<file path="src/rtl/audio_timebase_pkg.sv">
package audio_timebase_pkg;

  typedef enum logic {
    RATE_256 = 1'b0,
    RATE_384 = 1'b1
  } rate_e;

  typedef enum logic [1:0] {
    PH_KEEP0 = 2'd0,
    PH_KEEP1 = 2'd1,
    PH_DROP  = 2'd2
  } swallow_ph_e;

endpackage

</file>
<file path="src/rtl/audio_timebase_rate_gate.sv">
module audio_timebase_rate_gate
  import audio_timebase_pkg::*;
(
  input  logic clk_i,
  input  logic rst_ni,
  input  logic run_i,
  input  logic sel_i,
  output logic tick_o
);

  swallow_ph_e ph_q;
  rate_e       rate;

  assign rate = rate_e'(sel_i);

  always_ff @(posedge clk_i or negedge rst_ni) begin
    if (!rst_ni) begin
      ph_q <= PH_KEEP0;
    end else if (run_i) begin
      if (rate == RATE_384) begin
        case (ph_q)
          PH_KEEP0: ph_q <= PH_KEEP1;
          PH_KEEP1: ph_q <= PH_DROP;
          default:  ph_q <= PH_KEEP0;
        endcase
      end else begin
        ph_q <= PH_KEEP0;
      end
    end
  end

  assign tick_o = run_i & ((rate == RATE_256) | (ph_q != PH_DROP));

endmodule

</file>
<file path="src/rtl/audio_timebase_edge_sync.sv">
module audio_timebase_edge_sync #(
  parameter int STAGES = 2
) (
  input  logic clk_i,
  input  logic rst_ni,
  input  logic run_i,
  input  logic async_i,
  output logic rise_o
);

  logic [STAGES:0] sh_q;

  for (genvar g = 0; g <= STAGES; g++) begin : g_stage
    logic d;
    if (g == 0) begin : g_first
      assign d = async_i;
    end else begin : g_next
      assign d = sh_q[g-1];
    end
    always_ff @(posedge clk_i or negedge rst_ni) begin
      if (!rst_ni)    sh_q[g] <= 1'b0;
      else if (run_i) sh_q[g] <= d;
    end
  end

  assign rise_o = sh_q[STAGES-1] & ~sh_q[STAGES];

endmodule

</file>
<file path="src/rtl/audio_timebase_phase_track.sv">
module audio_timebase_phase_track #(
  parameter int CNT_W       = 8,
  parameter int ALIGN_OFS   = 2,
  parameter int LOCK_FRAMES = 2
) (
  input  logic             clk_i,
  input  logic             rst_ni,
  input  logic             run_i,
  input  logic             tick_i,
  input  logic             rise_i,
  output logic [CNT_W-1:0] slot_o,
  output logic             resync_o,
  output logic             locked_o
);

  localparam int              LK_W   = $clog2(LOCK_FRAMES + 1);
  localparam logic [CNT_W-1:0] OFS    = CNT_W'(ALIGN_OFS);
  localparam logic [CNT_W-1:0] RELOAD = CNT_W'(ALIGN_OFS + 1);
  localparam logic [LK_W-1:0]  GOOD_MAX = LK_W'(LOCK_FRAMES);

  logic [CNT_W-1:0] cnt_q, cnt_d;
  logic [LK_W-1:0]  good_q, good_d;
  logic             pend_q, pend_d;
  logic             res_q, res_d;
  logic             ev, at_ofs;

  assign ev     = rise_i | pend_q;
  assign at_ofs = (cnt_q == OFS);

  always_comb begin
    cnt_d  = cnt_q;
    good_d = good_q;
    pend_d = pend_q;
    res_d  = 1'b0;
    if (tick_i) begin
      pend_d = 1'b0;
      if (ev) begin
        if (at_ofs) begin
          cnt_d = cnt_q + 1'b1;
          if (good_q != GOOD_MAX) good_d = good_q + 1'b1;
        end else begin
          cnt_d  = RELOAD;
          good_d = '0;
          res_d  = 1'b1;
        end
      end else begin
        cnt_d = cnt_q + 1'b1;
        if (at_ofs) good_d = '0;
      end
    end else if (rise_i) begin
      pend_d = 1'b1;
    end
  end

  always_ff @(posedge clk_i or negedge rst_ni) begin
    if (!rst_ni) begin
      cnt_q  <= '0;
      good_q <= '0;
      pend_q <= 1'b0;
      res_q  <= 1'b0;
    end else if (run_i) begin
      cnt_q  <= cnt_d;
      good_q <= good_d;
      pend_q <= pend_d;
      res_q  <= res_d;
    end
  end

  assign slot_o   = cnt_q;
  assign resync_o = res_q & run_i;
  assign locked_o = (good_q == GOOD_MAX);

endmodule

</file>
<file path="src/rtl/audio_timebase.sv">
module audio_timebase #(
  parameter int CNT_W       = 8,
  parameter int SYNC_STAGES = 2,
  parameter int ALIGN_OFS   = 2,
  parameter int LOCK_FRAMES = 2
) (
  input  logic             clk_i,
  input  logic             rst_ni,
  input  logic             pwdn_ni,
  input  logic             rate_sel_i,
  input  logic             lrck_i,
  output logic             tick_o,
  output logic [CNT_W-1:0] slot_o,
  output logic             resync_o,
  output logic             locked_o
);

  logic tick;
  logic rise;

  audio_timebase_rate_gate u_gate (
    .clk_i  (clk_i),
    .rst_ni (rst_ni),
    .run_i  (pwdn_ni),
    .sel_i  (rate_sel_i),
    .tick_o (tick)
  );

  audio_timebase_edge_sync #(.STAGES(SYNC_STAGES)) u_sync (
    .clk_i   (clk_i),
    .rst_ni  (rst_ni),
    .run_i   (pwdn_ni),
    .async_i (lrck_i),
    .rise_o  (rise)
  );

  audio_timebase_phase_track #(
    .CNT_W       (CNT_W),
    .ALIGN_OFS   (ALIGN_OFS),
    .LOCK_FRAMES (LOCK_FRAMES)
  ) u_track (
    .clk_i    (clk_i),
    .rst_ni   (rst_ni),
    .run_i    (pwdn_ni),
    .tick_i   (tick),
    .rise_i   (rise),
    .slot_o   (slot_o),
    .resync_o (resync_o),
    .locked_o (locked_o)
  );

  assign tick_o = tick;

endmodule

</file>
<file path="config.mk">
export PLATFORM = sky130hd
export DESIGN_NAME = audio_timebase
export DESIGN_NICKNAME = d
export VERILOG_FILES = /design/src/rtl/audio_timebase_pkg.sv /design/src/rtl/audio_timebase_rate_gate.sv /design/src/rtl/audio_timebase_edge_sync.sv /design/src/rtl/audio_timebase_phase_track.sv /design/src/rtl/audio_timebase.sv
export SDC_FILE = /design/constraint.sdc
export NUM_CORES = 1
export LEC_CHECK = 0
export BUFFER_PORTS_ARGS = -buffer_cell sky130_fd_sc_hd__buf_2
export CAP_MARGIN = 10
export CORE_AREA = 2 2 50 52
export CTS_CLUSTER_DIAMETER = 100
export DETAILED_ROUTE_END_ITERATION = 7
export DIE_AREA = 0 0 52 54
export PLACE_DENSITY = 0.59
export SYNTH_ARGS = -nofsm -noshare
export SYNTH_HDL_FRONTEND = slang
export SYNTH_SLANG_ARGS = --single-unit
</file>
<file path="constraint.sdc">
create_clock -name clk_i -period 1.86 [get_ports clk_i]
set_input_delay 0 -clock clk_i [delete_from_list [all_inputs] [get_ports clk_i]]
set_output_delay 0 -clock clk_i [all_outputs]
set_load 0.03 [all_outputs]
</file>
# Word level (Yosys, flattened, before mapping)
# Index checks and enable logic that the tools add are counted.
# classes
add_sub_neg	2
eq_ne	6
n_mux	13
bitwise_logic	7
reduce_logical	6
# ops
op	n
8-bit two-way mux	2
2-bit two-way mux	5
8-bit by 1-bit adder with 8-bit output (second input constant)	1
8-bit by 2-bit == test with 1-bit output (second input constant)	1
1-bit two-way mux	5
2-bit != test (second input constant)	2
2-bit one-hot mux with 2 select lines	1
2-bit AND reduction	2
4-bit AND reduction	1
2-bit nonzero test	2
1-bit AND	3
3-bit != test (second input constant)	1
2-bit by 1-bit adder with 2-bit output (second input constant)	1
2-bit by 1-bit == test with 1-bit output (second input constant)	1
2-bit == test (second input constant)	1
2-bit logical NOT	1
1-bit NOT	2
1-bit bitwise OR	2
# totals
ff_bits	17
output_inout_bits	11

# Logic depth before layout (Yosys ltp)
# Gate-level depths: netlist (run 1).
# depth
depth_word	5
ltp_mapped	6

# Modules after synthesis
# From an unflattened synthesis (run 1), not the netlist that was laid out.
# hier_totals
cells_unflattened	90
hier_area_um2	892.1
# by_module_without_submodules
module	instances	cells_each	area_each_um2	seq_area_each_um2
audio_timebase_phase_track	1	74	680.7	300.3
audio_timebase_edge_sync	1	7	115.1	75.1
audio_timebase_rate_gate	1	9	96.3	50.0

# Worst setup path after synthesis (run 1)
# No wires, ideal clock.
# synth_timing
path_type	reg-to-reg
start	register u_track.cnt_q[0], in the netlist u_track.slot_o[0]
end	register u_track.cnt_q[2], in the netlist u_track.slot_o[2]
setup_time_ps	128
arrival_time_ps	1427
t_required_ps	1732
setup_slack_ps	305
stages_incl_launch_ff	7
cell_sequence	dfrtp_1 > inv_1 > ha_1 > nor4b_1 > nand2_1 > nor3b_4 > nor2_1
# synth_via
elab_chain_cells	3
# synth_lines
item	line	rtl
start: declaration	audio_timebase_phase_track.sv:21	logic [CNT_W-1:0] cnt_q, cnt_d;
start signal: assignment	audio_timebase_phase_track.sv:62	cnt_q <= cnt_d;
8-bit by 1-bit adder with 8-bit output / 8-bit by 2-bit == test with 1-bit output (equally long branches)	audio_timebase_phase_track.sv:39, audio_timebase_phase_track.sv:47, audio_timebase_phase_track.sv:28	
8-bit two-way mux	audio_timebase_phase_track.sv:38	if (at_ofs) begin
8-bit two-way mux (*)	audio_timebase_phase_track.sv:37	if (ev) begin
# Every way passes the cells marked *; elsewhere a longest branch is shown, timed or not.
# A chain may end at the register's enable or synchronous reset.

# Worst setup path after layout (run 1)
# layout_timing
start	register u_track.cnt_q[0], in the netlist u_track.slot_o[0]
end	register u_track.good_q[1]
# layout_via
elab_chain_cells	3
# layout_lines
item	line	rtl
8-bit by 2-bit == test with 1-bit output (*)	audio_timebase_phase_track.sv:28	assign at_ofs = (cnt_q == OFS);
3-bit != test (no line), or another cell as far along	--	
4-bit AND reduction (no line) / 2-bit two-way mux (equally long branches)	--	
end signal: assignment	audio_timebase_phase_track.sv:63	good_q <= good_d;
end: declaration	audio_timebase_phase_track.sv:22	logic [LK_W-1:0] good_q, good_d;
# Marked as above.

==> impl_metrics.csv, run 1 <==
group,metric,value,unit
critical_path,critPathArrivalTime,1.69,ns
clock_network,cts.clk_slew.worst_paths,0.09,ns
finish,fin_nets,113,
drt,vias_per_cell,4.96,
grt,grt_pass1_wl,2570,microns
clock_network,clk_path_buf_depth,2,
synth,ys_warn_count,0,
drt,wl_per_cell,11.5,microns
synth,synth-async-reset-ratio,100,%
pwr,ir_drop,0.000575,V
status,status,"complete, no violations",
synth,synth_top_cell_area_share,49.3,%
timing,slew_violations,0,
timing,final_hold_viol_count,0,
die,rows,18,
die,dieArea,2810,sq um
finish,final_layout_size_suffix_gt1_share,22.1,%
timing,tightest_slew,0.542,ns
timing,maxSlewHeadroom,63.9,%
timing,max_freq,653,MHz
synth,synth.distinct_cells,29,
clock_network,clock_sinks,17,
timing,clock_skew,0.00272,ns
clock_network,clkLatencyLatePin,0.29,ns
placed_design,gp_congestion,0.728,
critical_path,cp_num_buf_inv,1,
synth,synthTopCellsByCount,"dfrtp_1 (17), nor2_1 (13), inv_1 (7)",
pwr,p_leak,0.503,nW
timing,setup_violations,0,
synth,yosysMostFrequentCell,"dfrtp_1",
synth,syn-cell-area,862,sq um
drt,drc,0,
drt,ant_nets,0,
die,die_w,52,microns
synth,yosys.area.top_type,"dfrtp_1",
timing,min_period,1.53,ns
pwr,power_density,1200,nW/um^2
critical_path,crit_chain,"inv_1 > ha_1 > nor4b_1 > nand2_1 > a21oi_1 > o32ai_1",
die,io_pins,16,
critical_path,max_stage_delay,0.43,ns
critical_path,path_class,"register to register",
pwr,power,1.22,mW
clock_network,htree_num_levels,1,
critical_path,crit_family,"flip-flops",
drt,num_vias,664,
drt,routed_wl,1540,microns
critical_path,end_kind,"register",
synth,synth_edf_count,0,
grt,grt_max_degree,18,
clock_network,postCtsSetupBuffers,0,
synth,postSynthAreaPerCell,10.3,sq um
critical_path,crit_path_start_kind,"register",
grt,grt-ovfl-total,0,
die,start_util,37.2,%
critical_path,crit_required,2.02,ns
clock_network,numCtsBuffers,3,
grt,grt_usage,12.8,%
synth,synth_seq_cells,17,
placed_design,dp_hpwl,1190,microns
finish,antennaDiodeCount,0,
run,cap_violations,0,
die,die_h,54,microns
drt,dr.pass1.iters,4,
critical_path,r2r_slack,0.33,ns
critical_path,critical-path-slowest-cell,"dfrtp_1",
critical_path,cp_max_fo,5,
clock_network,root_buffer,"clkbuf_4",
hold_path,hold_class,"primary input to register",
synth,syn-instance-count,84,
synth,synth_fp_nets,92,
clock_network,cts_tree,"yes",
grt,antenna_found_initial,0,
synth,synth_flop_cell,"dfrtp_1",
placed_design,port_buffers,15,
grt,grt_pass1_vias,586,
timing,setup_tns,0,ns
die,coreArea,2320,sq um
synth,netlist_top_cells_area,"dfrtp_1 (49%), nor2_1 (5.7%), ha_1 (4.4%)",
drt,drt-initial-drc-count,7,
timing,period_share,82.3,%
finish,syn2layout_area_growth,17.9,%
synth,synth-seq-area-share,49.3,%
timing,rsz0062_at_grt,"false",
## stage by stage
step	instances	hold slack [ns]	utilization, %	setup WS (ns)	area [sq um]
2_1_floorplan	84	-0.296	-	0.305	862
3_3_place_gp	128	-0.0604	41.8	0.410	970
3_5_place_dp	128	-0.0523	41.8	0.320	970
4_1_cts	134	0.0405	43.8	0.317	1020
5_1_grt	134	0.0525	43.8	0.195	1020
6_report	134	0.0389	43.8	0.329	1020
## where the power goes
group	internal (mW)	switching (mW)	total (mW)
Combinational	0.180	0.302	0.482
Sequential	0.455	0.0895	0.544
Clock	0.0833	0.110	0.194
Total	0.718	0.502	1.22
## state kept, by name, summed over array words and instances, names as in the netlist
name	cells
u_sync.g_stage.d	2
u_track.pend_q	1
u_track.good_q	2
u_track.slot_o	8
u_sync.sh_q	1
u_track.res_q	1
u_gate.ph_q	2
## cell usage in the layout (no fill, tap or decap), drive strengths merged, types with 3 or more instances in the layout
| master | count |
|---|---|
| a21oi | 4 |
| and2 | 3 |
| buf | 15 |
| clkbuf | 4 |
| dfrtp | 17 |
| ha | 3 |
| inv | 7 |
| nand2 | 4 |
| nand4 | 3 |
| nor2 | 13 |
| nor3 | 3 |
| xnor2 | 3 |
| xor2 | 3 |
## layout make-up
cell class              count  area (sq um)
multi-input cells          58           402
flip-flops and latches     17           425
inverters                   8          30.0
well taps                  30          37.5
clock buffers               4          26.3
repair buffers             17          95.1
fillers                   226          1300
## routing by layer
| layer | GRT usage [%] | wire, microns | up-vias |
|---|---|---|---|
| met4 | 3.95 | 12 | 0 |
| met5 | 0 | 0 | - |
| met3 | 5.83 | 96 | 2 |
| met2 | 20.3 | 714 | 15 |
| met1 | 15.6 | 716 | 318 |
| li1 | - | - | 329 |
## path summary, 6_finish.rpt
| check | startpoint | endpoint | cells past startpoint |
|---|---|---|---|
| worst max register to register | u_track.slot_o[0] | u_track.good_q[1] | 6 |
| max in group asynchronous | rst_ni | u_track.slot_o[0] | 2 |
| worst min register to register | u_sync.g_stage[1].d | u_sync.g_stage[1].d | 1 |
| worst max-delay path | u_track.slot_o[0] | u_track.good_q[1] | 6 |
| min in group asynchronous | rst_ni | u_track.slot_o[4] | 2 |
| worst min-delay path | rate_sel_i | u_gate.ph_q[0] | 3 |
## cells by family after synthesis
kind of cell,after synthesis,share of synthesized area [%]
AND/OR/NAND/NOR,35,24.4
adder cells (fa/ha/maj),3,4.35
XOR/XNOR,6,6.10
AO/OA/AOI/OAI,11,7.98
flip-flops,17,49.3
multiplexers,3,3.77
buffers and inverters,9,4.06
## worst min-delay path: stages
cell     delay, ns
buf_2         0.12
nand3_1       0.10
mux2i_1       0.07
## timing repair
action / in CTS / in global routing
endpoints found under the hold margin: 18 / 0
hold buffers: 2 / 0
gates resized for setup: 0 / 0
Note: power is estimated with default switching activity, not from simulation.
==> inputs of run 2 (changes only) <==
Settings changed: ABC_AREA set to 1, CORE_AREA 2 2 50 52 to 2 2 54 56, DIE_AREA 0 0 52 54 to 0 0 56 58.
Clock period 1.86 ns to 1.5 ns, I/O delays scaled along.
==> impl_metrics.csv, run 2 <==
group,metric,value,unit
timing,period_share,90.4,%
finish,largest_register_ffs,8,
die,die_h,58,microns
drt,num_vias,877,
finish,antennaDiodeCount,0,
status,status,"complete, no violations",
placed_design,place_area,1110,sq um
synth,ys_warn_count,0,
hold_path,hold_class,"primary input to register",
critical_path,reg2reg_to,"u_track.good_q[1]",
critical_path,critical-path-slowest-cell,"dfrtp_1",
drt,drt-initial-drc-count,15,
finish,fin_cells,179,
critical_path,critPathArrivalTime,1.55,ns
finish,syn2layout_area_growth,15.3,%
synth,yosysMostFrequentCell,"nand2_1",
grt,grt_max_degree,18,
synth,synth.distinct_cells,28,
synth,netlist_top_cells_area,"dfrtp_1 (41%), nand2_1 (11%), inv_1 (6.2%)",
synth,syn-instance-count,126,
critical_path,r2r_slack,0.14,ns
drt,ant_nets,0,
finish,fin_area,1190,sq um
timing,clock_skew,0.0133,ns
placed_design,gp_congestion,0.775,
placed_design,dp_hpwl,1480,microns
clock_network,htree_num_levels,1,
critical_path,max_stage_delay,0.44,ns
critical_path,r2r-start,"u_track.slot_o[0]",
synth,synth_fp_nets,134,
critical_path,worst-r2r-cell-count,9,
clock_network,clk_path_buf_depth,2,
synth,postSynthAreaPerCell,8.19,sq um
finish,fillers,290,
drt,vias_per_cell,4.90,
drt,routed_wl,2110,microns
hold_path,min_from,"rate_sel_i",
hold_path,hold_depth,3,
critical_path,crit_required,1.69,ns
timing,rsz0062_at_grt,"false",
synth,synth_seq_cells,17,
grt,grt-ovfl-total,0,
timing,whs,0.00820,ns
synth,yosys.area.top_type,"dfrtp_1",
clock_network,clock_sinks,17,
pwr,ir_drop,0.00106,V
critical_path,crit_chain,"inv_2 > ha_2 > nand2_1 > nor2_1 > nand2_2 > nand3_4 > nand2_2 > nand2_1 > nand2_1",
die,die_w,56,microns
grt,grt_pass1_wl,3530,microns
timing,slew_violations,0,
die,dieArea,3250,sq um
die,io_pins,16,
synth,synth-async-reset-ratio,100,%
synth,synth_flop_cell,"dfrtp_1",
critical_path,path_class,"register to register",
timing,tightest_slew,0.387,ns
finish,final_cell_mix,"nand2_1 (29), dfrtp_1 (17), inv_1 (16), nor2_1 (16), buf_2 (15)",
placed_design,port_buffers,15,
run,cap_violations,0,
synth,syn-cell-area,1030,sq um
clock_network,cts.clk_slew.worst_paths,0.12,ns
timing,setup_violations,0,
finish,fin_nets,157,
hold_path,hold_end,"u_gate.ph_q[0]",
timing,final_hold_viol_count,0,
synth,synthTopCellsByCount,"nand2_1 (29), dfrtp_1 (17), inv_1 (17)",
clock_network,clkLatencyLatePin,0.30,ns
grt,grt_pass1_vias,815,
drt,dr.pass1.iters,4,
critical_path,crit_top_cell,"nand2_1",
synth,synth_top_cell_area_share,41.2,%
pwr,power_density,1640,nW/um^2
finish,final_layout_size_suffix_gt1_share,29.1,%
die,rows,19,
critical_path,end_kind,"register",
drt,wl_per_cell,11.8,microns
timing,maxSlewHeadroom,74.2,%
finish,mostFrequentLayoutCell,"nand2_1",
synth,synth_edf_count,0,
die,coreArea,2660,sq um
pwr,p_leak,0.615,nW
timing,min_period,1.36,ns
drt,drc,0,
timing,max_freq,738,MHz
clock_network,cts_tree,"yes",
clock_network,numCtsBuffers,3,
placed_design,place_inst,170,
finish,fin_util,44.7,%
grt,grt_usage,13.9,%
synth,synth-seq-area-share,41.2,%
timing,setup_tns,0,ns
grt,antenna_found_initial,0,
die,start_util,38.8,%
critical_path,crit_path_start_kind,"register",
critical_path,cp_max_fo,5,
clock_network,root_buffer,"clkbuf_4",
==> run 2: changes by cell type after synthesis, moves of 4 or more <==
cell | before | now
nand2_1 | 3 | 29
nand2_2 | 1 | 5
inv_1 | 7 | 17
nand3_1 | 2 | 8
==> run 2: critical path: cells and delay by family, from the launching register on <==
family	cells	cell delay [ns]
simple gates	7	0.55
fa+ha+maj	1	0.18
flops	1	0.44
buf+inv	1	0.07
==> run 2: how the worst max path moves through the flow <==
stage	cells past startpoint	endpoint	startpoint
6_report	9	u_track.good_q[1]	u_track.slot_o[0]
5_1_grt	8	u_track.good_q[0]	u_track.slot_o[1]
4_1_cts	9	u_track.good_q[0]	u_track.slot_o[0]
3_5_place_dp	9	u_track.good_q[0]	u_track.slot_o[0]
3_3_place_gp	9	u_track.good_q[1]	u_track.slot_o[0]
2_1_floorplan	9	u_track.good_q[0]	u_track.slot_o[0]
==> run 2: layout make-up <==
class                      count  area [sq um]  share of cell area (%)
multi-input combinational     89           517                    43.4
sequential                    17           425                    35.8
timing repair buffer          19           110                    9.25
inverter                      19          71.3                    5.99
tap                           31          38.8                    3.26
clock buffer                   3          22.5                    1.89
clock inverter                 1          5.00                   0.421
==> run 2: per-layer routing <==
layer / GRT usage, % / wire length (microns) / up-vias
met4: 7.14 / 32 / 0
met5: 0 / 0 / -
met2: 22.2 / 994 / 15
li1: - / - / 436
met1: 18.6 / 1030 / 422
met3: 2.01 / 53 / 4
==> run 2: where the power goes <==
part / switching, mW / internal [mW] / leakage [nW]
Sequential: 0.134 / 0.574 / 0.220
Combinational: 0.647 / 0.335 / 0.377
Clock: 0.161 / 0.0993 / 0.0177
==> run 2: kinds of logic (layout without fill, tap and decap cells) <==
group | count (synthesis) | after routing | share of synthesized area (%)
xor+xnor | 2 | 2 | 1.70
compound gates | 14 | 14 | 8.97
fa+ha+maj | 3 | 3 | 3.64
buf+inv | 21 | 42 | 9.94
flops | 17 | 17 | 41.2
simple gates | 69 | 70 | 34.5
==> run 2: timing repair <==
action | CTS | global route
endpoints found under the hold margin | 18 | 0
setup buffers | 0 | 2
gates resized for setup | 0 | 2
setup endpoints to repair | 0 | 7
hold buffers | 2 | 0
==> run 2: stage by stage <==
stage	worst slack, ns	power (mW)
floorplan	0.0403	1.44
global placement	0.154	1.60
detailed placement	0.0599	1.63
CTS	0.0378	1.90
global route	0.0233	2.11
finish	0.144	1.95
